**config.mk**
```make
export PLATFORM = sky130hd
export DESIGN_NAME = twi_mem_slave
export DESIGN_NICKNAME = d
export VERILOG_FILES = /design/src/rtl/twi_pkg.sv /design/src/rtl/twi_bus_sense.sv /design/src/rtl/twi_addr_ctr.sv /design/src/rtl/twi_mem_slave.sv
export SDC_FILE = /design/constraint.sdc
export NUM_CORES = 1
export LEC_CHECK = 0
export BUFFER_PORTS_ARGS = -buffer_cell sky130_fd_sc_hd__buf_2
export CORE_ASPECT_RATIO = 1.75
export CORE_MARGIN = 2
export CORE_UTILIZATION = 35
export CTS_CLUSTER_SIZE = 24
export DETAILED_ROUTE_END_ITERATION = 12
export GPL_ROUTABILITY_DRIVEN = 0
export SLEW_MARGIN = 20
export SYNTH_ARGS = -nofsm -noshare
export SYNTH_HDL_FRONTEND = slang
export SYNTH_SLANG_ARGS = --single-unit
```
**constraint.sdc**
```tcl
create_clock -name clk_i -period 3.99 [get_ports clk_i]
set_input_delay 0.399 -clock clk_i [delete_from_list [all_inputs] [get_ports clk_i]]
set_output_delay 0.399 -clock clk_i [all_outputs]
set_load 0.05 [all_outputs]
```
**src/rtl/twi_pkg.sv**
```systemverilog
package twi_pkg;
  localparam int BYTE_W = 8;
  localparam logic [3:0] DEV_TYPE = 4'b1010;

  typedef enum logic [2:0] {
    ST_IDLE,
    ST_DEV,
    ST_AHI,
    ST_ALO,
    ST_WR,
    ST_RD
  } twi_st_e;
endpackage

```
**src/rtl/twi_bus_sense.sv**
```systemverilog
module twi_bus_sense #(
  parameter int STAGES = 2
) (
  input  logic clk_i,
  input  logic rst_ni,
  input  logic scl_i,
  input  logic sda_i,
  output logic scl_o,
  output logic sda_o,
  output logic scl_rise_o,
  output logic scl_fall_o,
  output logic start_o,
  output logic stop_o
);
  logic [STAGES-1:0] scl_ff, sda_ff;
  logic scl_d, sda_d;

  always_ff @(posedge clk_i or negedge rst_ni) begin
    if (!rst_ni) begin
      scl_ff <= '1;
      sda_ff <= '1;
      scl_d  <= 1'b1;
      sda_d  <= 1'b1;
    end else begin
      scl_ff <= {scl_ff[STAGES-2:0], scl_i};
      sda_ff <= {sda_ff[STAGES-2:0], sda_i};
      scl_d  <= scl_o;
      sda_d  <= sda_o;
    end
  end

  assign scl_o      = scl_ff[STAGES-1];
  assign sda_o      = sda_ff[STAGES-1];
  assign scl_rise_o = scl_o & ~scl_d;
  assign scl_fall_o = ~scl_o & scl_d;
  // SDA edges while SCL stays high
  assign start_o    = scl_o & scl_d & sda_d & ~sda_o;
  assign stop_o     = scl_o & scl_d & ~sda_d & sda_o;
endmodule

```
**src/rtl/twi_addr_ctr.sv**
```systemverilog
module twi_addr_ctr #(
  parameter int PTR_W  = 15,
  parameter int BYTE_W = 8,
  localparam int HI_W  = PTR_W - BYTE_W
) (
  input  logic              clk_i,
  input  logic              rst_ni,
  input  logic              load_hi_i,
  input  logic [HI_W-1:0]   hi_i,
  input  logic              load_lo_i,
  input  logic [BYTE_W-1:0] lo_i,
  input  logic              inc_i,
  output logic [PTR_W-1:0]  ptr_o
);
  logic [PTR_W-1:0] ptr_q;

  always_ff @(posedge clk_i or negedge rst_ni) begin
    if (!rst_ni)        ptr_q <= '0;
    else if (load_hi_i) ptr_q[PTR_W-1:BYTE_W] <= hi_i;
    else if (load_lo_i) ptr_q[BYTE_W-1:0] <= lo_i;
    else if (inc_i)     ptr_q <= ptr_q + 1'b1;  // wraps inside the bank
  end

  assign ptr_o = ptr_q;

  a_r5_wrap_in_bank: assert property (@(posedge clk_i) disable iff (!rst_ni)
    (inc_i && !load_hi_i && !load_lo_i && ptr_q == '1) |=> (ptr_q == '0));
endmodule

```
**src/rtl/twi_mem_slave.sv**
```systemverilog
module twi_mem_slave
  import twi_pkg::*;
#(
  parameter int ADDR_W      = 16,
  parameter int SYNC_STAGES = 2,
  localparam int PTR_W      = ADDR_W - 1,
  localparam int HI_W       = PTR_W - BYTE_W,
  localparam int CNT_W      = $clog2(BYTE_W + 2)
) (
  input  logic              clk_i,
  input  logic              rst_ni,
  input  logic              scl_i,
  input  logic              sda_i,
  output logic              sda_oe_o,
  input  logic [1:0]        dev_sel_i,
  input  logic              wp_i,
  output logic [ADDR_W-1:0] mem_addr_o,
  output logic [BYTE_W-1:0] mem_wdata_o,
  output logic              mem_we_o,
  input  logic [BYTE_W-1:0] mem_rdata_i
);
  localparam logic [CNT_W-1:0] LAST = CNT_W'(BYTE_W - 1);
  localparam logic [CNT_W-1:0] ACKB = CNT_W'(BYTE_W);
  localparam logic [CNT_W-1:0] DONE = CNT_W'(BYTE_W + 1);

  logic scl_s, sda_s, scl_rise, scl_fall, start_det, stop_det;
  twi_st_e st_q, st_nx;
  logic [CNT_W-1:0]  cnt_q;
  logic [BYTE_W-2:0] sh_q;
  logic [BYTE_W-1:0] tx_q, wd_q, rx_byte;
  logic oe_q, ack_q, a15_q, rd_q, we_q;
  logic active, byte_end, load_hi, load_lo, load_tx;
  logic [PTR_W-1:0] ptr;

  twi_bus_sense #(.STAGES(SYNC_STAGES)) u_sense (
    .clk_i, .rst_ni, .scl_i, .sda_i,
    .scl_o(scl_s), .sda_o(sda_s), .scl_rise_o(scl_rise), .scl_fall_o(scl_fall),
    .start_o(start_det), .stop_o(stop_det)
  );

  assign rx_byte  = {sh_q, sda_s};
  assign active   = !start_det && !stop_det && st_q != ST_IDLE;
  assign byte_end = active && scl_rise && cnt_q == LAST;
  assign load_hi  = byte_end && st_q == ST_AHI;
  assign load_lo  = byte_end && st_q == ST_ALO;

  // state entered once the acknowledge clock ends
  always_comb begin
    st_nx = st_q;
    unique case (st_q)
      ST_DEV:  st_nx = rd_q ? ST_RD : ST_AHI;
      ST_AHI:  st_nx = ST_ALO;
      ST_ALO:  st_nx = ST_WR;
      default: st_nx = st_q;
    endcase
  end

  assign load_tx = active && scl_fall && cnt_q == DONE && st_nx == ST_RD;

  twi_addr_ctr #(.PTR_W(PTR_W), .BYTE_W(BYTE_W)) u_ptr (
    .clk_i, .rst_ni,
    .load_hi_i(load_hi), .hi_i(rx_byte[HI_W-1:0]),
    .load_lo_i(load_lo), .lo_i(rx_byte),
    .inc_i(we_q | load_tx),
    .ptr_o(ptr)
  );

  always_ff @(posedge clk_i or negedge rst_ni) begin
    if (!rst_ni) begin
      st_q  <= ST_IDLE;
      cnt_q <= '0;
      sh_q  <= '0;
      tx_q  <= '0;
      wd_q  <= '0;
      oe_q  <= 1'b0;
      ack_q <= 1'b0;
      a15_q <= 1'b0;
      rd_q  <= 1'b0;
      we_q  <= 1'b0;
    end else begin
      we_q <= 1'b0;
      if (start_det || stop_det) begin
        st_q  <= start_det ? ST_DEV : ST_IDLE;
        cnt_q <= '0;
        oe_q  <= 1'b0;
        ack_q <= 1'b0;
      end else if (st_q != ST_IDLE) begin
        if (scl_rise) begin
          if (cnt_q < ACKB) begin
            sh_q  <= rx_byte[BYTE_W-2:0];
            cnt_q <= cnt_q + 1'b1;
            if (cnt_q == LAST) begin
              unique case (st_q)
                ST_DEV: begin
                  if (rx_byte[7:4] == DEV_TYPE && rx_byte[3:2] == dev_sel_i) begin
                    ack_q <= 1'b1;
                    a15_q <= rx_byte[1];
                    rd_q  <= rx_byte[0];
                  end else begin
                    st_q <= ST_IDLE;
                  end
                end
                ST_AHI, ST_ALO: ack_q <= 1'b1;
                ST_WR: begin
                  if (!wp_i) begin
                    we_q  <= 1'b1;
                    wd_q  <= rx_byte;
                    ack_q <= 1'b1;
                  end
                end
                default: ;
              endcase
            end
          end else if (cnt_q == ACKB) begin
            cnt_q <= DONE;
            if (st_q == ST_RD && sda_s) st_q <= ST_IDLE;  // master declined
          end
        end else if (scl_fall) begin
          if (cnt_q == ACKB) begin
            oe_q <= ack_q;
          end else if (cnt_q == DONE) begin
            cnt_q <= '0;
            ack_q <= 1'b0;
            st_q  <= st_nx;
            if (st_nx == ST_RD) begin
              oe_q <= ~mem_rdata_i[BYTE_W-1];
              tx_q <= {mem_rdata_i[BYTE_W-2:0], 1'b0};
            end else begin
              oe_q <= 1'b0;
            end
          end else if (st_q == ST_RD && cnt_q != '0) begin
            oe_q <= ~tx_q[BYTE_W-1];
            tx_q <= {tx_q[BYTE_W-2:0], 1'b0};
          end
        end
      end
    end
  end

  assign sda_oe_o    = oe_q;
  assign mem_addr_o  = {a15_q, ptr};
  assign mem_wdata_o = wd_q;
  assign mem_we_o    = we_q;

  a_r9_oe_scl_low: assert property (@(posedge clk_i) disable iff (!rst_ni)
    !$stable(oe_q) |-> !$past(scl_s));
  a_r10_we_single: assert property (@(posedge clk_i) disable iff (!rst_ni)
    mem_we_o |=> !mem_we_o);
  a_r4_wp_blocks_we: assert property (@(posedge clk_i) disable iff (!rst_ni)
    mem_we_o |-> !$past(wp_i));
  a_r1_idle_released: assert property (@(posedge clk_i) disable iff (!rst_ni)
    (st_q == ST_IDLE) |-> !sda_oe_o);
  a_r5_bank_kept: assert property (@(posedge clk_i) disable iff (!rst_ni)
    mem_we_o |=> (mem_addr_o[ADDR_W-1] == $past(mem_addr_o[ADDR_W-1])));
  a_r2_ack_in_ninth: assert property (@(posedge clk_i) disable iff (!rst_ni)
    ($rose(oe_q) && st_q != ST_RD) |-> (cnt_q == ACKB));
endmodule

```
==> summary.md, run 1 <==
| Metric | Value |
|---|---|
| Slew Limit Fails | `0` |
| Crit path time final | `2.43 ns` |
| Number of global-route vias before repair | `between 2,000 and 3,000` |
| Pwr per Cell Area | `426 nW/um^2` |
| Via count | `2,530` |
| Worst path required time | `4.17 ns` |
| Ranking of synthesized cells by area | `dfrtp_1 40%, mux2_2 6.3%, dfstp_2 5.2%` |
| Synth cell count leaders | `49 x dfrtp_1, 27 x nand2_1, 18 x nor2_1` |
| Die span in y | `127 um` |
| RSZ-0062 raised after global routing | `no` |
| First-pass GRT wire length | `12,600 um` |
| Reg power frac | `0.502` |
| Post-Syn Instances | `296` |
| Quantity of hold-fixing buffers added after cts | `0` |
| Highest clock rate | `412 MHz` |
| Post-cts gate resize count | `0` |
| Warnings, synthesis | `0` |
| Pre-CTS setup slack | `roughly 1.6 ns` |
| Crit Path Class | `flip-flop to flip-flop` |
| Fin crit share | `0.608` |
| Grt total ovfl | `0` |
| CP Max Fanout | `20` |
| Cell variety after synth | `61` |
| Syn Nets | `318` |
| Routing usage on met3 | `0.0323` |
| FP Rows | `45` |
| CP Cell Sequence | `inv_1 > ha_1 > and3b_1 > a41oi_1 > buf_4 > or3_1 > o311ai_0` |
| Final setup violation count | `0` |
| Switching power | `0.462 mW` |
| Cts bufs inserted | `5` |
| H-Tree Depth | `2` |
| Least-Margin Pin Slew | `0.871 ns` |
| Routed WL | `~7700 um` |
| Outcome | `finished, final reports clean` |
| Vias/cell | `roughly 5.6` |
| Clk network pwr share | `0.336` |
| Clock transition at path regs | `0.07 ns` |
| Max incr delay on CP | `0.47 ns` |
| Crit path DAT | `2.60 ns` |
| Synth top area share | `0.403` |
| Final hold violation count | `0` |
| Ys async rst share | `1.00` |
| Initial core utilization | `0.356` |
| CTS tree | `built` |
| Total power | `1.49 mW` |
| Buf/Inv on CP | `2` |
| Crit end category | `flip-flop` |
| CTS max path bufs | `2` |
| Inserted Diodes | `0` |
| Synthesis-to-layout area growth | `15.2%` |
| Leak Pwr | `1.55 nW` |
| Iteration-0 DRC Markers | `134` |
| Synthesized area | `3050 um^2` |
| Setup bufs post-CTS | `0` |
| Final Worst Setup Slack | `1.56 ns` |
| Comb pwr share | `0.162` |
| Post-synth EDFFs | `0` |
| Share of layout cells above drive strength 1 | `0.243` |
| Slew margin rel. | `0.418` |
| Met1 GRT Util | `0.198` |
| Post-synthesis register bit count | `55` |
| Wire per inst | `17.1 um` |
| Post-Place Cells | `442` |
| Routed Antenna Nets | `0` |
| Nets | `approximately 350` |
| GR Util met2 | `0.292` |
| Gr busiest metal | `met2` |
| Area occupied by multi-input gates | `1550 um^2` |
| Fin cells | `450` |
| Post-route setup TNS | `0 ns` |
| Max-Cap Viols | `0` |
| # fillers | `between 800 and 900` |
| Dpl hpwl | `about 5600 um` |
| Ys flop type | `dfrtp_1` |
| Clk_lat worst skew | `a little under 0.3 ns` |
| Max stage delay cell, worst path | `and3b_1` |
| Hold WC Path Type | `input pin to flip-flop` |
| Biggest area consumer among synthesized cells | `dfrtp_1` |
| Syn Area/Cell | `10.3 um^2` |
| DRC viols | `0` |
| GRT Resource Usage Total | `0.174` |
| Die width | `74.5 um` |
| Core ar. | `around 8600 um^2` |
| Seq/Total Area, Yosys | `0.454` |
| Drt pass-1 iters | `4` |
| Power Internal | `about 1.0 mW` |
| Switch share | `0.309` |
| Die ar. | `9490 um^2` |
| Crit start category | `flip-flop` |
| Clk_skew | `0.00332 ns` |
| Clk sinks | `between 50 and 60` |
| Worst VDD drop | `about 230 uV` |
| Root buf cell | `clkbuf_16` |
| Antenna violations before repair | `0` |
| Register area | `around 1400 um^2` |
| Port Buffers | `40` |
| CP delay by family, top | `simple AND/OR/NAND/NOR gates` |
| Count leader, synth | `dfrtp_1` |
| Largest net degree at the start of global routing | `56` |
| Io pins | `between 40 and 50` |
==> routing by layer <==
layer	up-vias	wire length, um
li1	1187	-
met1	1237	3040
met2	82	4000
met3	24	326
met4	0	338
met5	-	0
==> sequential cells by signal (all words and copies together), names as in the netlist <==
| signal | flops |
|---|---|
| u_ptr.ptr_o | 15 |
| sda_oe_o | 1 |
| cnt_q | 4 |
| u_sense.scl_d | 1 |
| a15_q | 1 |
| u_sense.sda_d | 1 |
| tx_q | 7 |
| mem_we_o | 1 |
| mem_wdata_o | 8 |
| sh_q | 7 |
| u_sense.sda_ff | 2 |
| rd_q | 1 |
| u_sense.scl_ff | 2 |
| st_q | 3 |
| ack_q | 1 |
==> worst reg2reg max path, delay by kind of cell, from the launching register on <==
| kind | cells | cell delay, ns |
|---|---|---|
| and+or+nand+nor | 2 | 0.90 |
| AOI/OAI and AO/OA | 2 | 0.48 |
| DFF | 1 | 0.42 |
| buffers and inverters | 2 | 0.33 |
| adders and majority gates | 1 | 0.18 |
==> layout by cell type, fill, tap and decap left out, drive strengths merged, types with 3 or more instances in the layout <==
cell type and n:
dfrtp 49, buf 43, nand2 27, nor2 18, o21ai 18, mux2 17, nor3 14, inv 10
nand3 8, a211oi 8, nand4 7, mux2i 7, ha 7, o311ai 7, a21oi 7, dfstp 6
clkbuf 6, nand2b 4, a22oi 4, nor2b 4, and3 4, or4 4, o211ai 4, nor4b 3
and3b 3, a41oi 3, o22ai 3, xnor2 3
==> stage by stage <==
stage | hold slack [ns] | area, um^2 | util
2_1_floorplan | 0.103 | 3050 | -
3_3_place_gp | 0.348 | 3340 | 0.390
3_5_place_dp | 0.347 | 3340 | 0.390
4_1_cts | 0.195 | 3510 | 0.410
5_1_grt | 0.190 | 3510 | 0.410
6_report | 0.198 | 3510 | 0.410
==> power by group through the flow <==
stage,combinational [mW],sequential [mW],clock (mW)
after floorplan,0.213,0.685,0
after global placement,0.237,0.756,0
after detailed placement,0.242,0.758,0
after CTS,0.243,0.747,0.512
after global routing,0.270,0.762,0.530
final,0.242,0.749,0.501
==> worst paths after layout <==
kind / startpoint / endpoint / slack, ns / cells past startpoint
hold reg to reg: u_sense.sda_ff[0] / u_sense.sda_ff[1] / 0.36 / 0
setup / recovery: cnt_q[1] / u_ptr.ptr_o[8] / 1.56 / 7
min in group asynchronous: rst_ni / mem_wdata_o[1] / 0.23 / 2
setup reg to reg: cnt_q[1] / u_ptr.ptr_o[8] / 1.56 / 7
max in group asynchronous: rst_ni / u_ptr.ptr_o[12] / 3.28 / 2
hold / removal: scl_i / u_sense.scl_ff[0] / 0.20 / 1
==> cell families after synthesis <==
group | Yosys count | share of synthesized area
compound gates | 72 | 0.182
xor+xnor | 4 | 0.0140
fa+ha+maj | 7 | 0.0288
buf+inv | 24 | 0.0366
flops | 55 | 0.454
mux | 24 | 0.0859
simple gates | 110 | 0.198
==> area by class of cell <==
cell class              count  area share
repair buffers             43      0.0635
flip-flops and latches     55       0.395
well taps                 117      0.0417
clock buffers               6      0.0367
multi-input cells         217       0.442
clock inverters             2      0.0107
inverters                  10      0.0107
(Power assumes the default switching activity.)
==> run 2: changes to the inputs <==
--- a/config.mk
+++ b/config.mk
@@ -5,6 +5,7 @@
 export SDC_FILE = /design/constraint.sdc
 export NUM_CORES = 1
 export LEC_CHECK = 0
+export ABC_AREA = 1
 export BUFFER_PORTS_ARGS = -buffer_cell sky130_fd_sc_hd__buf_2
 export CORE_ASPECT_RATIO = 1.75
 export CORE_MARGIN = 2
==> constraint.sdc (replaced) <==
create_clock -name clk_i -period 2.2 [get_ports clk_i]
set_input_delay 0.22 -clock clk_i [delete_from_list [all_inputs] [get_ports clk_i]]
set_output_delay 0.22 -clock clk_i [all_outputs]
set_load 0.05 [all_outputs]
==> summary.md, run 2 <==
| Metric | Value |
|---|---|
| Clk network pwr share | `0.327 (was 0.336)` |
| Reg2Reg Depth | `7 (unchanged)` |
| Wire per inst | `13.7 um (was 17.1 um)` |
| Switching power | `0.832 mW (was 0.462 mW)` |
| Clk_skew | `0.00556 ns (was 0.00332 ns)` |
| Core ar. | `9040 um^2 (was 8560 um^2)` |
| Setup bufs post-CTS | `0 (unchanged)` |
| Crit path DAT | `2.29 ns (was 2.60 ns)` |
| FP Rows | `46 (was 45)` |
| Post-synthesis register bit count | `55 (unchanged)` |
| Grt total ovfl | `0 (unchanged)` |
| Initial core utilization | `0.359 (was 0.356)` |
| Post-Syn Instances | `425 (was 296)` |
| Max-Cap Viols | `0 (unchanged)` |
| Count leader, synth | `nand2_1 (was dfrtp_1)` |
| RSZ-0062 raised after global routing | `yes (was no)` |
| Post-cts gate resize count | `0 (unchanged)` |
| Cell variety after synth | `35 (was 61)` |
| Iteration-0 DRC Markers | `138 (was 134)` |
| Nets | `494 (was 354)` |
| Port Buffers | `40 (unchanged)` |
| Share of layout cells above drive strength 1 | `0.199 (was 0.243)` |
| Crit path time final | `2.05 ns (was 2.43 ns)` |
| WHS Path Cells | `1 (unchanged)` |
| Ys async rst share | `1.00 (unchanged)` |
| CTS tree | `built (unchanged)` |
| Outcome | `finished, final reports clean (unchanged)` |
| Slew margin rel. | `0.550 (was 0.418)` |
| Biggest area consumer among synthesized cells | `dfrtp_1 (unchanged)` |
| Synth cell count leaders | `141 x nand2_1, 49 x dfrtp_1, 41 x nand3_1 (was 49 x dfrtp_1, 27 x nand2_1, 18 x nor2_1)` |
| Crit end category | `flip-flop (unchanged)` |
| Seq/Total Area, Yosys | `0.427 (was 0.454)` |
| Synthesis-to-layout area growth | `16.4% (was 15.2%)` |
| Syn Area/Cell | `7.62 um^2 (was 10.3 um^2)` |
| H-Tree Depth | `2 (unchanged)` |
| Ranking of synthesized cells by area | `dfrtp_1 38%, nand2_1 16%, nand3_1 6.3% (was dfrtp_1 40%, mux2_2 6.3%, dfstp_2 5.2%)` |
| Fin crit share | `0.932 (was 0.608)` |
| Vias/cell | `4.94 (was 5.62)` |
| Commonest non-fill, non-tap cells in the layout | `141 x nand2_1, 49 x dfrtp_1, 41 x nand3_1, 40 x buf_2, 34 x inv_1 (was 49 x dfrtp_1, 40 x buf_2, 27 x nand2_1, 18 x nor2_1)` |
| Crit Path Class | `flip-flop to flip-flop (unchanged)` |
| Post-synthesis compound-gate area fraction | `0.0861 (was 0.182)` |
| Placement-stage cell area | `3610 um^2 (was 3340 um^2)` |
| Simple-gate portion of the synthesized area | `0.355 (was 0.198)` |
| Clk sinks | `55 (unchanged)` |
| # fillers | `959 (was 892)` |
| Pwr per Cell Area | `670 nW/um^2 (was 426 nW/um^2)` |
| Root buf cell | `clkbuf_16 (unchanged)` |
| Clock transition at path regs | `0.07 ns (about the same)` |
| GRT Resource Usage Total | `0.165 (was 0.174)` |
| Routed Antenna Nets | `0 (unchanged)` |
| Largest family of logic cells by synthesized area | `simple AND/OR/NAND/NOR gates (unchanged)` |
| Crit start category | `flip-flop (unchanged)` |
| Antenna violations before repair | `0 (unchanged)` |
| Final hold violation count | `0 (unchanged)` |
| Most common cell after layout, fill and taps aside | `nand2_1 (was dfrtp_1)` |
| Synthesized area | `3240 um^2 (was 3050 um^2)` |
| Warnings, synthesis | `0 (unchanged)` |
| CTS max path bufs | `2 (unchanged)` |
| Max reg flops | `15 (unchanged)` |
| Hold WC Path Type | `input pin to flip-flop (unchanged)` |
| Post-synth EDFFs | `0 (unchanged)` |
| Ys flop type | `dfrtp_1 (unchanged)` |
| Die ar. | `10,100 um^2 (was 9490 um^2)` |
| Syn Nets | `447 (was 318)` |
| Die span in y | `131 um (was 127 um)` |
| Power Internal | `1.70 mW (was 1.03 mW)` |
| Final non-filler cell area | `3770 um^2 (was 3510 um^2)` |
| Slew Limit Fails | `0 (unchanged)` |
| Comb pwr share | `0.205 (was 0.162)` |
| Via count | `2,927 (was 2,530)` |
| Reg power frac | `0.468 (was 0.502)` |
| Routed WL | `8120 um (was 7710 um)` |
| Total power | `2.53 mW (was 1.49 mW)` |
| Synth Area in Adders | `0.0270 (was 0.0288)` |
| Drt pass-1 iters | `4 (unchanged)` |
| Inserted Diodes | `0 (unchanged)` |
| CP Max Fanout | `24 (was 20)` |
| Worst path required time | `2.44 ns (was 4.17 ns)` |
| Least-Margin Pin Slew | `0.676 ns (was 0.871 ns)` |
| Die width | `76.7 um (was 74.5 um)` |
| Leak Pwr | `1.97 nW (was 1.55 nW)` |
| Mux cell area share after synthesis | `0.0185 (was 0.0859)` |
| Final setup violation count | `0 (unchanged)` |
| Number of global-route vias before repair | `2,865 (was 2,506)` |
| Dpl hpwl | `6340 um (was 5610 um)` |
| DRC viols | `0 (unchanged)` |
| Switch share | `0.329 (was 0.309)` |
| Io pins | `41 (unchanged)` |
| Synth top area share | `0.378 (was 0.403)` |
| Flop-to-flop setup slack | `0.15 ns (was 1.56 ns)` |
| First-pass GRT wire length | `13,500 um (was 12,600 um)` |
| Worst VDD drop | `369 uV (was 231 uV)` |
| Highest clock rate | `488 MHz (was 412 MHz)` |
| Cts bufs inserted | `5 (unchanged)` |
| Clk_lat worst skew | `0.30 ns (was 0.29 ns)` |
| Synth Area in XOR/XNOR | `0.0216 (was 0.0140)` |
| Largest net degree at the start of global routing | `29 (was 56)` |
[run 2: power by group through the flow]
stage	combinational (mW)	sequential (mW)	clock (mW)
2_1_floorplan	0.388	1.15	0
3_3_place_gp	0.512	1.20	0
3_5_place_dp	0.518	1.20	0
4_1_cts	0.522	1.19	0.863
5_1_grt	0.580	1.20	0.886
6_report	0.518	1.18	0.827
[run 2: repair_timing]
| item | 4_1_cts | 5_1_grt |
|---|---|---|
| hold buffers | 1 | 0 |
| endpoints found under the setup margin | 0 | 5 |
| hold endpoints to repair | 25 | 0 |
[run 2: logic make-up after synthesis]
logic type      after synthesis
mux                           6
fa+ha+maj                     7
buf+inv                      51
xor+xnor                      8
compound gates               48
flops                        55
simple gates                250
[run 2: routing by layer]
layer	GRT usage	share of wire	vias to the layer above
met1	0.175	0.38	1371
met3	0.0261	0.031	15
met2	0.314	0.56	63
li1	-	-	1478
met5	0	0	-
met4	0.0717	0.031	0
[run 2: through the flow]
step           setup TNS [ns]  setup slack, ns  hold WS, ns   util  cells
3_3_place_gp                0            0.235        0.294  0.399    584
3_5_place_dp                0            0.162        0.304  0.399    584
4_1_cts                     0            0.140       0.0105  0.418    593
6_report                    0            0.151       0.0210  0.418    593
2_1_floorplan               0            0.346      -0.0756      -    425
5_1_grt               -0.0752          -0.0226      0.00725  0.418    593
[run 2: worst paths after layout]
path | from | endpoint
max in group asynchronous | rst_ni | u_sense.scl_d
worst min-delay path | sda_i | u_sense.sda_ff[0]
worst max register to register | u_sense.scl_ff[1] | u_ptr.ptr_o[1]
worst min register to register | u_sense.scl_ff[0] | u_sense.scl_ff[1]
min in group asynchronous | rst_ni | mem_wdata_o[3]
worst max-delay path | u_sense.scl_ff[1] | u_ptr.ptr_o[1]
[run 2: final cells by class]
cell class | instances | area (um^2) | share of cell area
clock buffers | 6 | 139 | 0.0368
clock inverters | 2 | 16.3 | 0.00431
inverters | 43 | 161 | 0.0428
multi-input cells | 319 | 1650 | 0.437
flip-flops and latches | 55 | 1380 | 0.367
well taps | 120 | 150 | 0.0398
repair buffers | 48 | 275 | 0.0729
[run 2: critical path, cell delays in order, from the launching register on]
cell and delay, ns:
dfstp_2 0.56, ha_1 0.30, nand3_4 0.14, nor3_4 0.24, nand2_2 0.34, nand2_2 0.27
nand2_1 0.08, nand2_1 0.07
==> run 3: changes to the inputs <==
--- a/config.mk
+++ b/config.mk
@@ -5,14 +5,14 @@
 export SDC_FILE = /design/constraint.sdc
 export NUM_CORES = 1
 export LEC_CHECK = 0
-export ABC_AREA = 1
-export BUFFER_PORTS_ARGS = -buffer_cell sky130_fd_sc_hd__buf_2
 export CORE_ASPECT_RATIO = 1.75
 export CORE_MARGIN = 2
-export CORE_UTILIZATION = 35
+export CORE_UTILIZATION = 55
 export CTS_CLUSTER_SIZE = 24
 export DETAILED_ROUTE_END_ITERATION = 12
+export DONT_BUFFER_PORTS = 1
 export GPL_ROUTABILITY_DRIVEN = 0
+export PLACE_DENSITY = 0.73
 export SLEW_MARGIN = 20
 export SYNTH_ARGS = -nofsm -noshare
 export SYNTH_HDL_FRONTEND = slang
==> summary.md, run 3 (synthesis results as in run 1) <==
| Metric | Value |
|---|---|
| CP startpoint | `u_sense.sda_ff[1] (was u_sense.scl_ff[1])` |
| Crit end category | `flip-flop (unchanged)` |
| Leak Pwr | `1.56 nW (was 1.97 nW)` |
| Initial core utilization | `0.575 (was 0.359)` |
| Crit Path Class | `flip-flop to flip-flop (unchanged)` |
| Largest net degree at the start of global routing | `56 (was 29)` |
| Nets | `356 (was 494)` |
| Routed Antenna Nets | `0 (unchanged)` |
| Final setup violation count | `0 (unchanged)` |
| Switching power | `0.862 mW (was 0.832 mW)` |
| H-Tree Depth | `2 (unchanged)` |
| Post-Place Cells | `395 (was 584)` |
| CTS tree | `built (unchanged)` |
| Via count | `2,548 (was 2,927)` |
| Slew Limit Fails | `0 (unchanged)` |
| Max reg flops | `15 (unchanged)` |
| Crit start category | `flip-flop (unchanged)` |
| Clk sinks | `55 (unchanged)` |
| Fin crit share | `0.972 (was 0.932)` |
| Cts bufs inserted | `5 (unchanged)` |
| Grt total ovfl | `0 (unchanged)` |
| Clock transition at path regs | `0.10 ns (was 0.07 ns)` |
| Inserted Diodes | `0 (unchanged)` |
| RSZ-0062 raised after global routing | `no (was yes)` |
| Routed WL | `7540 um (was 8120 um)` |
| Final hold violation count | `0 (unchanged)` |
| DRC viols | `0 (unchanged)` |
| CP Max Fanout | `10 (was 24)` |
| Die width | `60.3 um (was 76.7 um)` |
| Clk network pwr share | `0.238 (was 0.327)` |
| Clk_lat worst skew | `0.32 ns (was 0.30 ns)` |
| Die span in y | `102 um (was 131 um)` |
| Die ar. | `6170 um^2 (was 10,100 um^2)` |
| Drt pass-1 iters | `4 (unchanged)` |
| Wire per inst | `18.4 um (was 13.7 um)` |
| Dpl hpwl | `5590 um (was 6340 um)` |
| Flop-to-flop setup slack | `0.06 ns (was 0.15 ns)` |
| Worst setup endpoint | `sh_q[4] (was u_ptr.ptr_o[1])` |
| Worst VDD drop | `616 uV (was 369 uV)` |
| Crit path DAT | `2.35 ns (was 2.29 ns)` |
| Slew margin rel. | `0.632 (was 0.550)` |
| Port Buffers | `0 (was 40)` |
| Reg power frac | `0.520 (was 0.468)` |
| Outcome | `finished, final reports clean (unchanged)` |
| Post-route setup TNS | `0 ns (unchanged)` |
| FP Rows | `35 (was 46)` |
| Highest clock rate | `468 MHz (was 488 MHz)` |
| CTS max path bufs | `2 (unchanged)` |
| Synthesis-to-layout area growth | `18.4% (was 16.4%)` |
| Iteration-0 DRC Markers | `150 (was 138)` |
| Power Internal | `1.65 mW (was 1.70 mW)` |
| Most common cell after layout, fill and taps aside | `dfrtp_1 (was nand2_1)` |
| Worst reg2reg endpoint | `sh_q[4] (was u_ptr.ptr_o[1])` |
| Least-Margin Pin Slew | `0.549 ns (was 0.676 ns)` |
| Worst path required time | `2.41 ns (was 2.44 ns)` |
| Pwr per Cell Area | `697 nW/um^2 (was 670 nW/um^2)` |
| Commonest non-fill, non-tap cells in the layout | `49 x dfrtp_1, 40 x buf_4, 27 x nand2_1, 17 x nor2_1, 17 x mux2_2 (was 141 x nand2_1, 49 x dfrtp_1, 41 x nand3_1, 40 x buf_2, 34 x inv_1)` |
| Crit path time final | `2.14 ns (was 2.05 ns)` |
| RR Startpoint | `u_sense.sda_ff[1] (was u_sense.scl_ff[1])` |
| Number of global-route vias before repair | `2,513 (was 2,865)` |
| First-pass GRT wire length | `12,200 um (was 13,500 um)` |
| Core ar. | `5300 um^2 (was 9040 um^2)` |
| Fin cells | `409 (was 593)` |
| Root buf cell | `clkbuf_8 (was clkbuf_16)` |
| Hold WC Path Type | `input pin to flip-flop (unchanged)` |
| GRT Resource Usage Total | `0.265 (was 0.165)` |
| Reg2Reg Depth | `4 (was 7)` |
| Comb pwr share | `0.242 (was 0.205)` |
| Share of layout cells above drive strength 1 | `0.278 (was 0.199)` |
| Max-Cap Viols | `0 (unchanged)` |
| Io pins | `41 (unchanged)` |
| Switch share | `0.343 (was 0.329)` |
| Clk_skew | `0.00277 ns (was 0.00556 ns)` |
| Vias/cell | `6.23 (was 4.94)` |
| Antenna violations before repair | `0 (unchanged)` |
run 3: layout make-up:
type / instances / area, um^2
clock buffers: 5 / 68.8
clock inverters: 3 / 27.5
fillers: 416 / 1690
inverters: 10 / 37.5
multi-input cells: 217 / 1630
flip-flops and latches: 55 / 1380
well taps: 74 / 92.6
repair buffers: 45 / 369
run 3: routing by layer:
layer	vias to the layer above	global-route usage	part of all wire
li1	1187	-	-
met1	1250	0.309	0.38
met2	83	0.447	0.52
met3	28	0.0468	0.050
met4	0	0.147	0.048
met5	-	0	0
run 3: how the worst min path moves through the flow:
stage	startpoint	to	slack, ns	cells after the start
after floorplan	rst_ni	a15_q	-0.08	0
after global placement	rst_ni	cnt_q[3]	-0.07	0
after detailed placement	rst_ni	cnt_q[2]	-0.07	0
after CTS	mem_rdata_i[0]	tx_q[1]	0.06	2
after global routing	mem_rdata_i[0]	tx_q[1]	0.06	2
final	mem_rdata_i[0]	tx_q[1]	0.07	2
run 3: critical path: stages (launching register included):
cell	delay (ns)
dfstp_2	0.69
xnor2_2	0.20
o21ai_1	0.22
nor3_2	0.51
mux2_2	0.41
run 3: repair_timing:
| action | in CTS | in global routing |
|---|---|---|
| hold buffers | 4 | 0 |
| setup buffers | 0 | 2 |
| setup endpoints to repair | 3 | 25 |
| resized for setup | 3 | 17 |
| pin swaps | 0 | 2 |
| endpoints found under the hold margin | 57 | 0 |
run 3: power groups by stage:
stage	registers (mW)	clock network, mW	logic [mW]
finish	1.31	0.599	0.608
global route	1.33	0.649	0.667
CTS	1.30	0.621	0.571
detailed placement	1.32	0	0.527
global placement	1.31	0	0.516
floorplan	1.24	0	0.386
run 3: stage by stage:
stage	worst slack, ns	instance area [um^2]	power, mW	hold WS (ns)	utilization
2_1_floorplan	0.174	3050	1.63	-0.0756	-
3_3_place_gp	0.0125	3360	1.83	-0.0741	0.634
3_5_place_dp	-0.0561	3360	1.85	-0.0742	0.634
4_1_cts	0.00468	3530	2.49	0.0641	0.665
5_1_grt	0.00216	3610	2.64	0.0625	0.681
6_report	0.0625	3610	2.51	0.0670	0.681
